### config.mk
export PLATFORM = sky130hd
export DESIGN_NAME = prot_range_reg
export DESIGN_NICKNAME = d
export VERILOG_FILES = /design/src/rtl/prot_range_pkg.sv /design/src/rtl/prot_access_gate.sv /design/src/rtl/prot_field_reg.sv /design/src/rtl/prot_page_match.sv /design/src/rtl/prot_range_reg.sv
export SDC_FILE = /design/constraint.sdc
export NUM_CORES = 1
export LEC_CHECK = 0
export CAP_MARGIN = 20
export CORE_MARGIN = 2
export CORE_UTILIZATION = 51
export CTS_BUF_LIST = sky130_fd_sc_hd__clkbuf_8
export DETAILED_ROUTE_END_ITERATION = 8
export DONT_BUFFER_PORTS = 1
export GPL_TIMING_DRIVEN = 0
export PLACE_DENSITY_LB_ADDON = 0.05
export SETUP_SLACK_MARGIN = 0.1
export SLEW_MARGIN = 0
export SYNTH_ARGS = -nofsm -noshare
export SYNTH_HDL_FRONTEND = slang
export SYNTH_HIERARCHICAL = 1
export SYNTH_SLANG_ARGS = --single-unit
### constraint.sdc
create_clock -name clk -period 1.2 [get_ports clk]
set_input_delay 0 -clock clk [delete_from_list [all_inputs] [get_ports clk]]
set_output_delay 0 -clock clk [all_outputs]
set_load 0.01 [all_outputs]
### src/rtl/prot_range_pkg.sv
package prot_range_pkg;

  localparam int REG_W = 32;
  localparam int BE_W  = REG_W / 8;

  // Levels 0 and 1 allow writes; levels 2 and 3 block them.
  function automatic logic level_allows(input logic [1:0] lvl);
    return (lvl == 2'b00) || (lvl == 2'b01);
  endfunction

  // Privilege is needed only when secure mode and privilege protection are both on.
  function automatic logic priv_allows(input logic sec, input logic pp, input logic priv);
    return !(sec && pp) || priv;
  endfunction

  // Inclusive bounds test; an inverted pair gives no match.
  function automatic logic page_inside(input logic [7:0] page, input logic [7:0] lo,
                                       input logic [7:0] hi);
    return (lo <= page) && (page <= hi);
  endfunction

endpackage

### src/rtl/prot_access_gate.sv
module prot_access_gate
  import prot_range_pkg::*;
#(
  parameter int MID_W      = 2,
  parameter int PRIMARY_ID = 0
) (
  input  logic             clk,
  input  logic             rst_n,
  input  logic             req,
  input  logic [MID_W-1:0] master,
  input  logic [1:0]       lvl,
  input  logic             sec,
  input  logic             pp,
  input  logic             priv,
  output logic             grant,
  output logic             reject,
  output logic             evt
);
  localparam logic [MID_W-1:0] PRIMARY = MID_W'(PRIMARY_ID);

  logic master_ok;
  logic checks_ok;

  assign master_ok = (master == PRIMARY);
  assign checks_ok = master_ok && level_allows(lvl) && priv_allows(sec, pp, priv);
  assign grant     = req && checks_ok;
  assign reject    = req && !checks_ok;

  always_ff @(posedge clk or negedge rst_n) begin
    if (!rst_n) evt <= 1'b0;
    else        evt <= reject;
  end
endmodule

### src/rtl/prot_field_reg.sv
module prot_field_reg
  import prot_range_pkg::*;
#(
  parameter int             W   = 7,
  parameter int             POS = 0,
  parameter logic [W-1:0]   RST = '0
) (
  input  logic              clk,
  input  logic              rst_n,
  input  logic              load,
  input  logic [W-1:0]      load_val,
  input  logic              wr,
  input  logic [BE_W-1:0]   be,
  input  logic [REG_W-1:0]  wdata,
  output logic [W-1:0]      q
);
  localparam int LANE = POS / 8;

  always_ff @(posedge clk or negedge rst_n) begin
    if (!rst_n)                q <= RST;
    else if (load)             q <= load_val;
    else if (wr && be[LANE])   q <= wdata[POS +: W];
  end
endmodule

### src/rtl/prot_page_match.sv
module prot_page_match
  import prot_range_pkg::*;
#(
  parameter int ADDR_W   = 32,
  parameter int PAGE_W   = 7,
  parameter int PAGE_LSB = 11
) (
  input  logic [ADDR_W-1:0] addr,
  input  logic [PAGE_W-1:0] lo,
  input  logic [PAGE_W-1:0] hi,
  output logic              hit
);
  logic [PAGE_W-1:0] page;

  assign page = addr[PAGE_LSB +: PAGE_W];
  assign hit  = page_inside(8'(page), 8'(lo), 8'(hi));
endmodule

### src/rtl/prot_range_reg.sv
module prot_range_reg
  import prot_range_pkg::*;
#(
  parameter int ADDR_W     = 32,
  parameter int PAGE_W     = 7,
  parameter int PAGE_LSB   = 11,
  parameter int LO_POS     = 0,
  parameter int HI_POS     = 16,
  parameter int MID_W      = 2,
  parameter int PRIMARY_ID = 0
) (
  input  logic              clk,
  input  logic              rst_n,
  input  logic              opt_load,
  input  logic [PAGE_W-1:0] opt_start,
  input  logic [PAGE_W-1:0] opt_end,
  input  logic              bus_wr,
  input  logic [BE_W-1:0]   bus_be,
  input  logic [REG_W-1:0]  bus_wdata,
  input  logic [MID_W-1:0]  bus_master,
  input  logic              bus_priv,
  input  logic [1:0]        rp_level,
  input  logic              secure_en,
  input  logic              priv_prot_en,
  input  logic [ADDR_W-1:0] chk_addr,
  output logic [REG_W-1:0]  rd_data,
  output logic              illegal_evt,
  output logic              range_hit
);
  localparam logic [REG_W-1:0] FIELD_ONES = REG_W'((1 << PAGE_W) - 1);
  localparam logic [REG_W-1:0] LO_MASK    = FIELD_ONES << LO_POS;
  localparam logic [REG_W-1:0] HI_MASK    = FIELD_ONES << HI_POS;
  localparam logic [REG_W-1:0] RSVD_MASK  = ~(LO_MASK | HI_MASK);

  // Named internal events, brought out for the checker.
  logic              wr_ok;
  logic              wr_rej;
  logic [PAGE_W-1:0] page_lo;
  logic [PAGE_W-1:0] page_hi;

  prot_access_gate #(.MID_W(MID_W), .PRIMARY_ID(PRIMARY_ID)) u_gate (
    .clk(clk), .rst_n(rst_n), .req(bus_wr), .master(bus_master), .lvl(rp_level),
    .sec(secure_en), .pp(priv_prot_en), .priv(bus_priv),
    .grant(wr_ok), .reject(wr_rej), .evt(illegal_evt)
  );

  prot_field_reg #(.W(PAGE_W), .POS(LO_POS), .RST({PAGE_W{1'b1}})) u_lo (
    .clk(clk), .rst_n(rst_n), .load(opt_load), .load_val(opt_start),
    .wr(wr_ok), .be(bus_be), .wdata(bus_wdata), .q(page_lo)
  );

  prot_field_reg #(.W(PAGE_W), .POS(HI_POS), .RST({PAGE_W{1'b0}})) u_hi (
    .clk(clk), .rst_n(rst_n), .load(opt_load), .load_val(opt_end),
    .wr(wr_ok), .be(bus_be), .wdata(bus_wdata), .q(page_hi)
  );

  prot_page_match #(.ADDR_W(ADDR_W), .PAGE_W(PAGE_W), .PAGE_LSB(PAGE_LSB)) u_match (
    .addr(chk_addr), .lo(page_lo), .hi(page_hi), .hit(range_hit)
  );

  assign rd_data = RSVD_MASK
                 | (REG_W'(page_lo) << LO_POS)
                 | (REG_W'(page_hi) << HI_POS);
endmodule

# Word-level counts from Yosys, hierarchy flattened

Index checks and enable logic that the tools add are counted.

Register bits after elaboration: 15
Logic and storage cells: 27

Order comparisons: 2
Equality and inequality tests: 1
Multiplexer cells: 4
Bitwise operators: 1
Reduce and logical (&&, ||, !) cells: 16

Operators with widths:

| kind               | number |
|---|---|
| $or 32x23->32      | 1 |
| $mux 7             | 4 |
| $le 7x7->1         | 2 |
| $logic_and 1x1->1  | 8 |
| $logic_not 2->1    | 2 |
| $reduce_bool 2->1  | 2 |
| $eq 2x1->1 const B | 1 |
| $logic_not 1->1    | 2 |
| $logic_or 1x1->1   | 2 |

# Depth between registers and ports, before layout

Gate-level depths: netlist of the first run.

Depth in word-level cells: 8
Mapped depth: 6
Gate-level depth less buffers: 6

# Cells and area by module

The synthesis of the first run kept the hierarchy.

Modules (own cells, without submodules):

| module                 | times used | cells an instance | area an instance (um^2) | sequential area each (um^2) |
|---|---|---|---|---|
| prot_field_reg at u_lo | 1          | 40                | 449.2                   | 183.9 |
| prot_field_reg at u_hi | 1          | 40                | 440.4                   | 175.2 |
| prot_page_match        | 1          | 49                | 357.8                   | 0.0 |
| prot_range_reg         | 1          | 19                | 138.9                   | 0.0 |
| prot_access_gate       | 1          | 5                 | 56.3                    | 25.0 |

# Worst setup path before layout of the first run

No wires, ideal clock.

Kind: reg-to-output
Start point: reg u_lo.q[4]
End point: out range_hit
Arrival time: 1.358 ns
Data required time: 1.200 ns
Slack: -0.158 ns
Cell stages (with the launch flop): 6
Buffers on the path: 0
Cells stage by stage: dfstp_2 > ha_1 > a211oi_2 > nor2_1 > nor3_1 > o22a_1

Cells in the longest elaborated chain, start to end: 2

RTL lines:

| element                | RTL line             | RTL |
|---|---|---|
| start, declared        | prot_field_reg.sv:15 | `output logic [W-1:0] q` |
| start signal, assigned | prot_field_reg.sv:21 | `else if (load) q <= load_val;` |
| start signal, assigned | prot_field_reg.sv:22 | `else if (wr && be[LANE]) q <= wdata[POS +: W];` |
| $le 7x7->1             | prot_range_pkg.sv:19 | `return (lo <= page) && (page <= hi);` |
| $logic_and 1x1->1      | prot_range_pkg.sv:19 |  |
| end, declared          | prot_range_reg.sv:28 | `output logic range_hit` |

No other way between the ends.

# Worst setup path in the final report of the first run

Same ends and word-level chain as after synthesis.

==> metrics.csv, run 1 <==
stage,metric,value,unit
status,status,finished with violations,
setup_path,cp_max_fo,3,
routing,wl,3.95,mm
placed_design,io_buffer_count,0,
logic_synthesis,synth_mux_area_frac,0,
clock_network,worstSkewPairLatency,240,ps
setup_path,slowest_stage,dfstp_2,
setup_path,critical_path.cell_chain,ha_4 -> a211oi_2 -> nor2_1 -> nor3_2 -> o22a_1,
logic_synthesis,synth_cell_type_count,25,
setup_path,critPathRequiredTime,1200,ps
logic_synthesis,synthSimpleGateAreaFrac,0.193,
cells_and_area,antenna_cells,0,
floorplan,core.rowCount,19,
clock_network,numCtsBuffers,3,
power,swShare,0.322,
sta,hold_slack,-2.40,ps
status,violations,"negative hold slack, negative setup slack",
routing,drc,0,
clock_network,clock-sinks,15,
floorplan,die_x,57.2,um
setup_path,criticalPathCategory,register to output pin,
power,p_total,1.65,mW
routing,route.met2.wl,1.94,mm
routing,wl_met1,1.52,mm
global_routing,antenna_found_initial,0,
routing,drtAntennaViolNets,0,
power,power_switching,0.532,mW
sta,hold_viol,1,
cells_and_area,drive_above_1_share,0.376,
sta,clock.fmax,0.615,GHz
logic_synthesis,synth_compound_area_frac,0.210,
flow_run,drv_cap,0,
logic_synthesis,synth_top_family_by_area,compound AO/OA/AOI/OAI gates,
sta,timing.final.ws_setup,-427,ps
placed_design,hpwl,2.64,mm
clock_network,htree_levels,1,
placed_design,placedCellCount,201,
cells_and_area,final_util,0.755,
power,p_seq_frac,0.400,
logic_synthesis,syn_area_per_cell,9.43,um^2
routing,vias,1273,
placed_design,gp_congestion,0.760,
routing,top_layer,met4,
placed_design,dp_slack,-272,ps
global_routing,grt_pass1_wl,5.89,mm
sta,timing.final.crit_share,1.36,
placed_design,dpl_cell_area,0.00156,mm^2
global_routing,grt_max_degree,16,
routing,viasPerCell,5.39,
sta,setup_viol,1,
setup_path,cpLargestDelayFamily,flip-flops,
sta,slew_headroom,0.542,
clock_network,clockBufferDepth,2,
sta,fin_worst_skew,0,ps
cells_and_area,final_cell_area,0.00205,mm^2
power,clkPwrFrac,0.242,
floorplan,dieArea,0.00327,mm^2
sta,rsz0062_at_grt,yes,
routing,routedWlPerCell,16.7,um
logic_synthesis,synth_xor_area_frac,0,
routing,drt-pass1-iter-count,4,
power,power_frac_comb,0.358,
cells_and_area,nNetsFinal,313,
floorplan,ios,127,
logic_synthesis,synth_adder_area_share,0.121,
setup_path,critPathMaxStageDelay,600,ps
setup_path,crit_arrival,1630,ps
setup_path,cp-start-kind,register,
logic_synthesis,ys_warn_count,6,
power,powerDensity,807,mW/mm^2
power,total_leakage_power,0.878,nW
clock_network,cts_tree,yes,
global_routing,grt_usage,0.232,
routing,dr.first_iter.drc_count,52,
cells_and_area,area_delta_synth_final,41.9,%
logic_synthesis,syn_area,0.00144,mm^2
clock_network,cts.clk_slew.worst_paths,60,ps
clock_network,postCtsSetupBuffers,0,
logic_synthesis,ys_ff_latch,15,
global_routing,grt_overflow,0,
floorplan,coreArea,0.00271,mm^2
setup_path,crit_path_end_kind,output pin,
setup_path,cp.buffers_inverters,0,
sta,tightest_slew,684,ps
power,intPower,1.12,mW
sta,finalSetupTns,-427,ps
logic_synthesis,postSynthCellCount,153,
power,vdd_drop_max,760,uV
cells_and_area,finalNonFillerCells,236,
sta,drv_slew,0,
logic_synthesis,ys_seq_area_frac,0.266,
routing,detailroute.wirelength.met3,412,um
floorplan,start_util,0.532,
global_routing,grt_pass1_vias,1291,
clock_network,clock-root-buffer,clkbuf_8,
min_path,holdCritPathClass,primary input to register,
floorplan,dieHeight,57.2,um
sta,period_minus_slack,1630,ps
-- layer usage --
metal | up-vias | global-route usage
met2 | 77 | 0.407
met4 | 0 | 0.0797
met1 | 584 | 0.271
met3 | 8 | 0.0635
li1 | 604 | -
met5 | - | 0
-- placed cells by master (no fill, tap or decap) --
master / netlist / final
a21boi_1: 0 / 1
a211oi_2: 2 / 2
dfstp_2: 7 / 7
dfrtp_2: 0 / 4
nand3b_1: 3 / 3
and2_4: 2 / 2
ha_1: 14 / 5
nand2_1: 14 / 14
clkbuf_8: 0 / 3
dfrtp_1: 8 / 4
nor3_2: 1 / 3
dlygate4sd3_1: 0 / 31
nand3_1: 2 / 2
o21ai_1: 0 / 2
o311ai_2: 14 / 14
a21oi_2: 1 / 3
inv_2: 0 / 3
ha_4: 0 / 9
buf_6: 2 / 2
a21oi_4: 0 / 1
inv_1: 28 / 26
nand4b_1: 14 / 14
and3_1: 1 / 1
buf_4: 20 / 20
nor2_1: 4 / 4
nand4_1: 2 / 2
o22a_1: 1 / 1
conb_1: 1 / 18
buf_2: 4 / 4
-- final cells by class --
class | count | area, um^2
inverter | 28 | 105
clock buffer | 3 | 41.3
multi-input combinational | 101 | 966
clock inverter | 1 | 3.75
sequential | 15 | 389
buffer | 26 | 193
timing repair buffer | 31 | 310
tap | 31 | 38.8
fill | 200 | 663
-- Yosys cell counts (all sizes together) --
library cell  instances  area, um^2
inv                  28         105
buf                  26         193
ha                   14         175
nand2                14        52.6
nand4b               14         123
o311ai               14         228
dfrtp                 8         200
dfstp                 7         184
a21oi                 4        23.8
nor2                  4        15.0
nand3b                3        22.5
nor3                  3        20.0
a211oi                2        25.0
and2                  2        17.5
nand3                 2        10.0
nand4                 2        12.5
o21ai                 2        10.0
a21boi                1        7.51
and3                  1        6.26
conb                  1        3.75
o22a                  1        8.76
-- power by group through the flow --
| stage | Sequential [mW] | Combinational [mW] | Clock, mW |
|---|---|---|---|
| after CTS | 0.655 | 0.512 | 0.406 |
| after floorplan | 0.637 | 0.350 | 0 |
| after global routing | 0.668 | 0.647 | 0.433 |
| after detailed placement | 0.661 | 0.403 | 0 |
| after global placement | 0.658 | 0.384 | 0 |
| final | 0.661 | 0.591 | 0.400 |
-- kinds of logic after synthesis --
group	count (synthesis)
buffers and inverters	54
and+or+nand+nor	45
AOI/OAI and AO/OA	24
DFF	15
adders and majority gates	14
other	1
-- sequential cells by signal, summed over array words and instances (netlist names) --
signal,cells
u_gate/evt,1
u_hi/q,7
u_lo/q,7
-- timing repair --
action / in CTS / in global routing
hold buffers: 31 / 1
gates resized for setup: 5 / 19
endpoints found under the setup margin: 1 / 2
pin swaps: 3 / 7
endpoints found under the hold margin: 30 / 1
-- path summary, 6_finish.rpt --
kind,depth (start not counted),startpoint,slack (ps),to
setup / recovery,5,u_lo/q[4]$_DFFE_PN1P_,-430,range_hit
hold / removal,2,bus_wdata[20],-2,u_hi/q[4]$_DFFE_PN0P_
setup reg to reg,2,u_lo/q[4]$_DFFE_PN1P_,160,u_lo/q[4]$_DFFE_PN1P_
hold reg to reg,2,u_lo/q[5]$_DFFE_PN1P_,570,u_lo/q[5]$_DFFE_PN1P_
max in group asynchronous,1,rst_n,480,u_hi/q[4]$_DFFE_PN0P_
min in group asynchronous,1,rst_n,240,u_gate/evt$_DFF_PN0_
Power figures use the tool's default switching activity.
==> run 2: changes to the inputs <==
==> constraint.sdc (replaced) <==
create_clock -name clk -period 1.5 [get_ports clk]
set_input_delay 0 -clock clk [delete_from_list [all_inputs] [get_ports clk]]
set_output_delay 0 -clock clk [all_outputs]
set_load 0.01 [all_outputs]
==> run 2 against run 1 <==
Effect of this change: the flow still finishes with violations (negative hold slack, negative setup slack); sequential share of layout area up 1.1 points; combinational power decreased by 29%; wire length down 6.6%; register-to-register slack hardly changed; cell count fell by 0.42%; critical path type unchanged; critical endpoint unchanged; largest cell class unchanged.
==> metrics.csv, run 2 (synthesis results as in run 1) <==
stage,metric,value,unit,change
status,status,finished with violations,,
status,violations,"negative hold slack, negative setup slack",,
cells_and_area,layout_commonest_cell,dlygate4sd3_1,,
global_routing,grtUsageMet1,0.262,,-0.00886
global_routing,grt-busiest-layer,met2,,
placed_design,placedCellCount,201,,unchanged
global_routing,met2_usage,0.433,,+0.0263
power,power_switching,0.403,mW,-24%
setup_path,crit_path_end_kind,output pin,,
global_routing,grt_pass1_wl,6.07,mm,+3.1%
floorplan,dieHeight,57.2,um,unchanged
sta,timing.final.crit_share,1.15,,
global_routing,grt_max_degree,16,,unchanged
cells_and_area,mostFrequentLayoutCells,"dlygate4sd3_1 (30), inv_1 (29), buf_4 (20), conb_1 (18)",,
clock_network,cts.clk_slew.worst_paths,60,ps,about the same
sta,hold_slack,-12.2,ps,-9.76 ps
setup_path,cp-startpoint,u_lo/q[4]$_DFFE_PN1P_,,
sta,rsz0062_at_grt,yes,,
global_routing,grt_usage,0.238,,+0.00648
routing,drtAntennaViolNets,0,,unchanged
global_routing,grt_pass1_vias,1311,,+1.5%
sta,period_minus_slack,1730,ps,
setup_path,cp_max_fo,3,,unchanged
floorplan,core.rowCount,19,,unchanged
floorplan,die_x,57.2,um,unchanged
cells_and_area,nNetsFinal,312,,-0.32%
clock_network,clockBufferDepth,2,,unchanged
min_path,hp-start,bus_wdata[18],,
sta,drv_slew,0,,unchanged
cells_and_area,finalNonFillerCells,235,,-0.42%
setup_path,cp-start-kind,register,,
routing,viasPerCell,5.38,,-0.28%
power,vdd_drop_max,548,uV,-28%
power,powerDensity,656,mW/mm^2,-19%
floorplan,ios,127,,unchanged
power,power_frac_comb,0.330,,-0.028
sta,timing.final.ws_setup,-228,ps,+199 ps
setup_path,reg2reg_from,u_hi/q[0]$_DFFE_PN0P_,,
routing,routedWlPerCell,15.7,um,-6.2%
sta,slew_headroom,0.515,,-0.0275
clock_network,worstSkewPairLatency,250,ps,about the same
setup_path,criticalPathCategory,register to output pin,,
floorplan,dieArea,0.00327,mm^2,unchanged
placed_design,io_buffer_count,0,,unchanged
min_path,holdCritPathClass,primary input to register,,
sta,clock.fmax,0.579,GHz,
power,swShare,0.318,,-0.00361
clock_network,postCtsSetupBuffers,0,,unchanged
clock_network,htree_levels,1,,unchanged
routing,drc,0,,unchanged
routing,vias,1264,,-0.71%
cells_and_area,area_delta_synth_final,33.7,%,
global_routing,antenna_found_initial,0,,unchanged
routing,dr.first_iter.drc_count,24,,-54%
cells_and_area,drive_above_1_share,0.309,,-0.0668
floorplan,start_util,0.532,,unchanged
sta,tightest_slew,726,ps,+41.2 ps
cells_and_area,top_regs,"u_hi/q (7), u_lo/q (7), u_gate/evt (1)",,
sta,fin_worst_skew,0,ps,unchanged
sta,finalSetupTns,-228,ps,+199 ps
routing,wl,3.69,mm,-6.6%
power,clkPwrFrac,0.260,,+0.018
placed_design,gp_congestion,0.722,,-5.0%
clock_network,clock-root-buffer,clkbuf_8,,
power,p_total,1.26,mW,-23%
routing,drt-pass1-iter-count,4,,unchanged
cells_and_area,fillCellCount,199,,-0.50%
global_routing,grt_overflow,0,,unchanged
sta,setup_viol,1,,unchanged
power,total_leakage_power,0.876,nW,-0.20%
clock_network,cts_tree,yes,,
clock_network,numCtsBuffers,3,,unchanged
power,p_seq_frac,0.410,,+0.010
sta,hold_viol,2,,+1
setup_path,critPathRequiredTime,1500,ps,+300 ps
floorplan,coreArea,0.00271,mm^2,unchanged
placed_design,hpwl,2.59,mm,-1.7%
clock_network,clock-sinks,15,,unchanged
cells_and_area,antenna_cells,0,,unchanged
power,intPower,0.862,mW,-23%
global_routing,grt_util_met3,0.0862,,+0.0227
setup_path,crit_arrival,1730,ps,+100 ps
flow_run,drv_cap,0,,unchanged
placed_design,dp_slack,20.3,ps,+292 ps
[run 2: cell count changes in the layout (fill, tap and decap cells not counted), moves of 2 or more]
cell     before  now
ha_1          5   12
ha_4          9    2
inv_1        26   29
inv_2         3    0
a21oi_1       0    2
o21ai_0       0    2
o21ai_1       2    0
[run 2: metrics by stage]
step	cell area, um^2	utilization
CTS	1940	0.714
global placement	1550	0.570
finish	1930	0.711
floorplan	1510	-
global route	1930	0.711
detailed placement	1550	0.570
[run 2: path summary, 6_finish.rpt]
kind                       slack, ps  cells past startpoint                     to
setup / recovery                -230                      5              range_hit
hold / removal                   -10                      2  u_hi/q[2]$_DFFE_PN0P_
setup reg to reg                 160                      3  u_hi/q[0]$_DFFE_PN0P_
hold reg to reg                  570                      2  u_lo/q[3]$_DFFE_PN1P_
max in group asynchronous        750                      1  u_hi/q[4]$_DFFE_PN0P_
min in group asynchronous        250                      1  u_hi/q[3]$_DFFE_PN0P_
[run 2: routing by layer]
metal / vias to the layer above / part of all wire
met4: 0 / 0.0027
met2: 69 / 0.50
met1: 588 / 0.37
li1: 605 / -
met3: 2 / 0.12
met5: - / 0
[run 2: worst max-delay path, cell delays in order (launching register included)]
cell	delay, ps
dfstp_2	600
ha_4	220
a211oi_2	220
nor2_1	70
nor3_1	130
o22a_1	230
[run 2: final cells by class]
type	instances	area, um^2	area share
plain buffers	26	193	0.0999
multi-input cells	101	858	0.445
flip-flops and latches	15	388	0.201
repair buffers	30	300	0.156
clock inverters	1	3.75	0.00195
inverters	28	105	0.0545
well taps	31	38.8	0.0201
clock buffers	3	41.3	0.0214
[run 2: repair_timing]
action                                  in CTS  in global routing
endpoints found under the hold margin       30                  1
endpoints found under the setup margin       1                  5
hold buffers                                32                  1
resized for setup                            2                  5
gates cloned                                 0                  0
pin swaps                                    2                  2
[run 2: power by group through the flow]
| stage | Sequential, mW | Clock [mW] | Combinational (mW) |
|---|---|---|---|
| after floorplan | 0.509 | 0 | 0.277 |
| after global placement | 0.523 | 0 | 0.303 |
| after detailed placement | 0.524 | 0 | 0.316 |
| after CTS | 0.519 | 0.336 | 0.410 |
| after global routing | 0.527 | 0.360 | 0.459 |
| final | 0.519 | 0.328 | 0.418 |
==> run 3: changes to the inputs <==
--- a/config.mk
+++ b/config.mk
@@ -5,16 +5,18 @@
 export SDC_FILE = /design/constraint.sdc
 export NUM_CORES = 1
 export LEC_CHECK = 0
+export ABC_AREA = 1
 export CAP_MARGIN = 20
 export CORE_MARGIN = 2
 export CORE_UTILIZATION = 51
 export CTS_BUF_LIST = sky130_fd_sc_hd__clkbuf_8
 export DETAILED_ROUTE_END_ITERATION = 8
 export DONT_BUFFER_PORTS = 1
+export GPL_ROUTABILITY_DRIVEN = 0
 export GPL_TIMING_DRIVEN = 0
 export PLACE_DENSITY_LB_ADDON = 0.05
 export SETUP_SLACK_MARGIN = 0.1
-export SLEW_MARGIN = 0
+export SLEW_MARGIN = 15
 export SYNTH_ARGS = -nofsm -noshare
 export SYNTH_HDL_FRONTEND = slang
 export SYNTH_HIERARCHICAL = 1
==> run 3 against run 2 <==
Effect of this change: the flow finishes with violations (negative setup slack); register-to-register slack improved by 480 ps; first-iteration DRC count increased by 88%; largest cell class unchanged; global-route usage decreased by 0.62 points; clock skew unchanged; sequential share of layout area decreased by 1.3 points; largest power group unchanged; critical path depth increased by 3; setup slack improved by 160 ps; non-clock buffer count decreased by 1; highest routed layer unchanged; via count increased by 13%; maximum frequency increased by 10%.
==> metrics.csv, run 3 <==
stage,metric,value,unit,change
status,status,finished with violations,,
status,violations,negative setup slack,,
routing,viasPerCell,4.91,,-8.8%
logic_synthesis,postSynthCellCount,207,,+35%
sta,drv_slew,0,,unchanged
clock_network,postCtsSetupBuffers,0,,unchanged
floorplan,die_x,57.3,um,+0.16%
routing,drt-pass1-iter-count,4,,unchanged
sta,clock.fmax,0.640,GHz,+10%
routing,routedWlPerCell,12.3,um,-21%
setup_path,reg2reg_slack,640,ps,+480 ps
routing,drtAntennaViolNets,0,,unchanged
power,total_leakage_power,1.09,nW,+24%
logic_synthesis,netlist.area_leader.share,0.220,,+0.0625
sta,setup_viol,1,,unchanged
logic_synthesis,ys_ff_latch,15,,unchanged
routing,wl,3.60,mm,-2.3%
sta,fin_worst_skew,0,ps,unchanged
clock_network,cts_tree,yes,,
cells_and_area,layout_commonest_cell,nand2_1,,
sta,finalSetupTns,-63.6,ps,+164 ps
placed_design,hpwl,2.46,mm,-5.3%
placed_design,io_buffer_count,0,,unchanged
min_path,holdCritPathClass,primary input to register,,
placed_design,dpl_cell_area,0.00155,mm^2,+0.32%
routing,dr.first_iter.drc_count,45,,+88%
cells_and_area,area_delta_synth_final,41.2,%,
setup_path,cp_max_fo,3,,unchanged
cells_and_area,drive_above_1_share,0.249,,-0.0598
cells_and_area,antenna_cells,0,,unchanged
setup_path,crit_arrival,1560,ps,-170 ps
cells_and_area,final_cell_area,0.00204,mm^2,+6.0%
sta,tightest_slew,706,ps,-19.6 ps
routing,drc,0,,unchanged
logic_synthesis,ys_warn_count,6,,unchanged
sta,slew_headroom,0.528,,+0.0131
sta,period_minus_slack,1560,ps,-164 ps
clock_network,htree_levels,1,,unchanged
global_routing,grt_pass1_wl,5.99,mm,-1.4%
floorplan,core.rowCount,19,,unchanged
power,powerDensity,681,mW/mm^2,+3.8%
global_routing,antenna_found_initial,0,,unchanged
cells_and_area,mostFrequentLayoutCells,"nand2_1 (83), dlygate4sd3_1 (33), inv_1 (24), buf_4 (18), conb_1 (18)",,
min_path,min_to,u_lo/q[4]$_DFFE_PN1P_,,
sta,timing.final.crit_share,1.04,,-0.109
setup_path,critPathRequiredTime,1500,ps,about the same
power,vdd_drop_max,632,uV,+15%
logic_synthesis,synth_area_leaders,"nand2_1 (22%), dfrtp_1 (14%), dfstp_2 (13%)",,
floorplan,coreArea,0.00273,mm^2,+0.88%
clock_network,clockBufferDepth,2,,unchanged
cells_and_area,top_regs,"u_hi/q (7), u_lo/q (7), u_gate/evt (1)",,
logic_synthesis,ys_seq_area_frac,0.265,,-0.000921
cells_and_area,nNetsFinal,369,,+18%
setup_path,timing.rr.end,u_lo/q[5]$_DFFE_PN1P_,,
logic_synthesis,synth-edff-count,0,,unchanged
clock_network,clock-sinks,15,,unchanged
clock_network,clock-root-buffer,clkbuf_8,,
flow_run,drv_cap,0,,unchanged
global_routing,grt_overflow,0,,unchanged
logic_synthesis,ys.flop_type,dfrtp_1,,
logic_synthesis,async_flop_share,1.00,,unchanged
setup_path,ff2ff_path_depth,2,,-1
floorplan,ios,127,,unchanged
global_routing,grt_max_degree,16,,unchanged
setup_path,reg2reg_from,u_lo/q[5]$_DFFE_PN1P_,,
floorplan,dieArea,0.00328,mm^2,+0.32%
setup_path,cp-start-kind,register,,
global_routing,grt_usage,0.232,,-0.00616
logic_synthesis,synth_common_cells,"nand2_1 (85), inv_1 (25), buf_4 (18)",,
sta,hold_viol,0,,-2
clock_network,cts.clk_slew.worst_paths,60,ps,about the same
setup_path,crit_path_end_kind,output pin,,
routing,vias,1433,,+13%
clock_network,numCtsBuffers,3,,unchanged
setup_path,criticalPathCategory,register to output pin,,
sta,timing.final.ws_setup,-63.6,ps,+164 ps
min_path,hp-start,opt_load,,
logic_synthesis,syn_area,0.00145,mm^2,+0.35%
clock_network,worstSkewPairLatency,250,ps,about the same
logic_synthesis,yosysTopAreaCell,nand2_1,,
logic_synthesis,synth_cell_type_count,18,,-28%
min_path,holdPathStages,5,,+3
global_routing,grt_pass1_vias,1412,,+7.7%
floorplan,start_util,0.530,,-0.00280
logic_synthesis,yosysMostFrequentCell,nand2_1,,
sta,rsz0062_at_grt,yes,,
floorplan,dieHeight,57.3,um,+0.16%
logic_synthesis,syn_area_per_cell,6.99,um^2,-26%
## run 3: cell types whose count changed after synthesis, sizes merged, moves of 2 or more
cell    delta
buf        -4
and2       -2
a211oi     -2
nor2       +3
nand2     +83
nand3b     -2
nand4b    -14
o311ai    -14
nor3       -3
o21ai      -2
nand3     +15
## run 3: kinds of logic after synthesis
kind of cell	share of synthesized area
flip-flops	0.265
AO/OA/AOI/OAI	0.0138
AND/OR/NAND/NOR	0.387
adder cells (fa/ha/maj)	0.121
other	0.00259
buffers and inverters	0.210
## run 3: final cells by class
type,count,area (um^2)
buffer,22,188
clock buffer,3,41.3
clock inverter,1,5.00
fill,220,689
inverter,27,116
multi-input combinational,160,940
sequential,15,385
tap,31,38.8
timing repair buffer,33,330
## run 3: through the flow
stage,std cells,setup slack [ps],total power [mW],hold slack (ps),utilization
2_1_floorplan,224,247,0.827,-296,-
3_3_place_gp,255,148,0.871,-295,0.567
3_5_place_dp,255,117,0.889,-295,0.567
4_1_cts,292,-65.4,1.37,155,0.734
5_1_grt,292,-148,1.50,198,0.748
6_report,292,-63.6,1.39,178,0.748
## run 3: worst max path at each step
stage | start | endpoint | cells past startpoint
floorplan | u_lo/q[6]$_DFFE_PN1P_ | range_hit | 8
global placement | u_lo/q[6]$_DFFE_PN1P_ | range_hit | 8
detailed placement | u_lo/q[6]$_DFFE_PN1P_ | range_hit | 8
CTS | u_lo/q[4]$_DFFE_PN1P_ | range_hit | 8
global route | u_lo/q[2]$_DFFE_PN1P_ | range_hit | 8
finish | u_lo/q[6]$_DFFE_PN1P_ | range_hit | 8
## run 3: repair_timing
action / 4_1_cts / 5_1_grt
endpoints found under the hold margin: 30 / 0
pin swaps: 4 / 2
gates resized for setup: 11 / 6
endpoints found under the setup margin: 1 / 6
hold buffers: 33 / 0
## run 3: worst max-delay path, stage by stage (launching register included)
cell and delay [ps]:
dfstp_2 600, ha_4 230, nand2_2 70, nand2_2 60, a21oi_2 100, nand2_1 60
nand2_1 50, nand2_1 70, inv_2 80
## run 3: layer usage
metal | GRT usage | share of wire
met1 | 0.272 | 0.38
met3 | 0.0862 | 0.12
met5 | 0 | 0
met4 | 0.0631 | 0.0078
met2 | 0.399 | 0.49
## run 3: where the power goes
part	internal, mW	total, mW	switching [mW]
Combinational	0.259	0.517	0.257
Clock	0.184	0.339	0.155
Sequential	0.466	0.537	0.0709
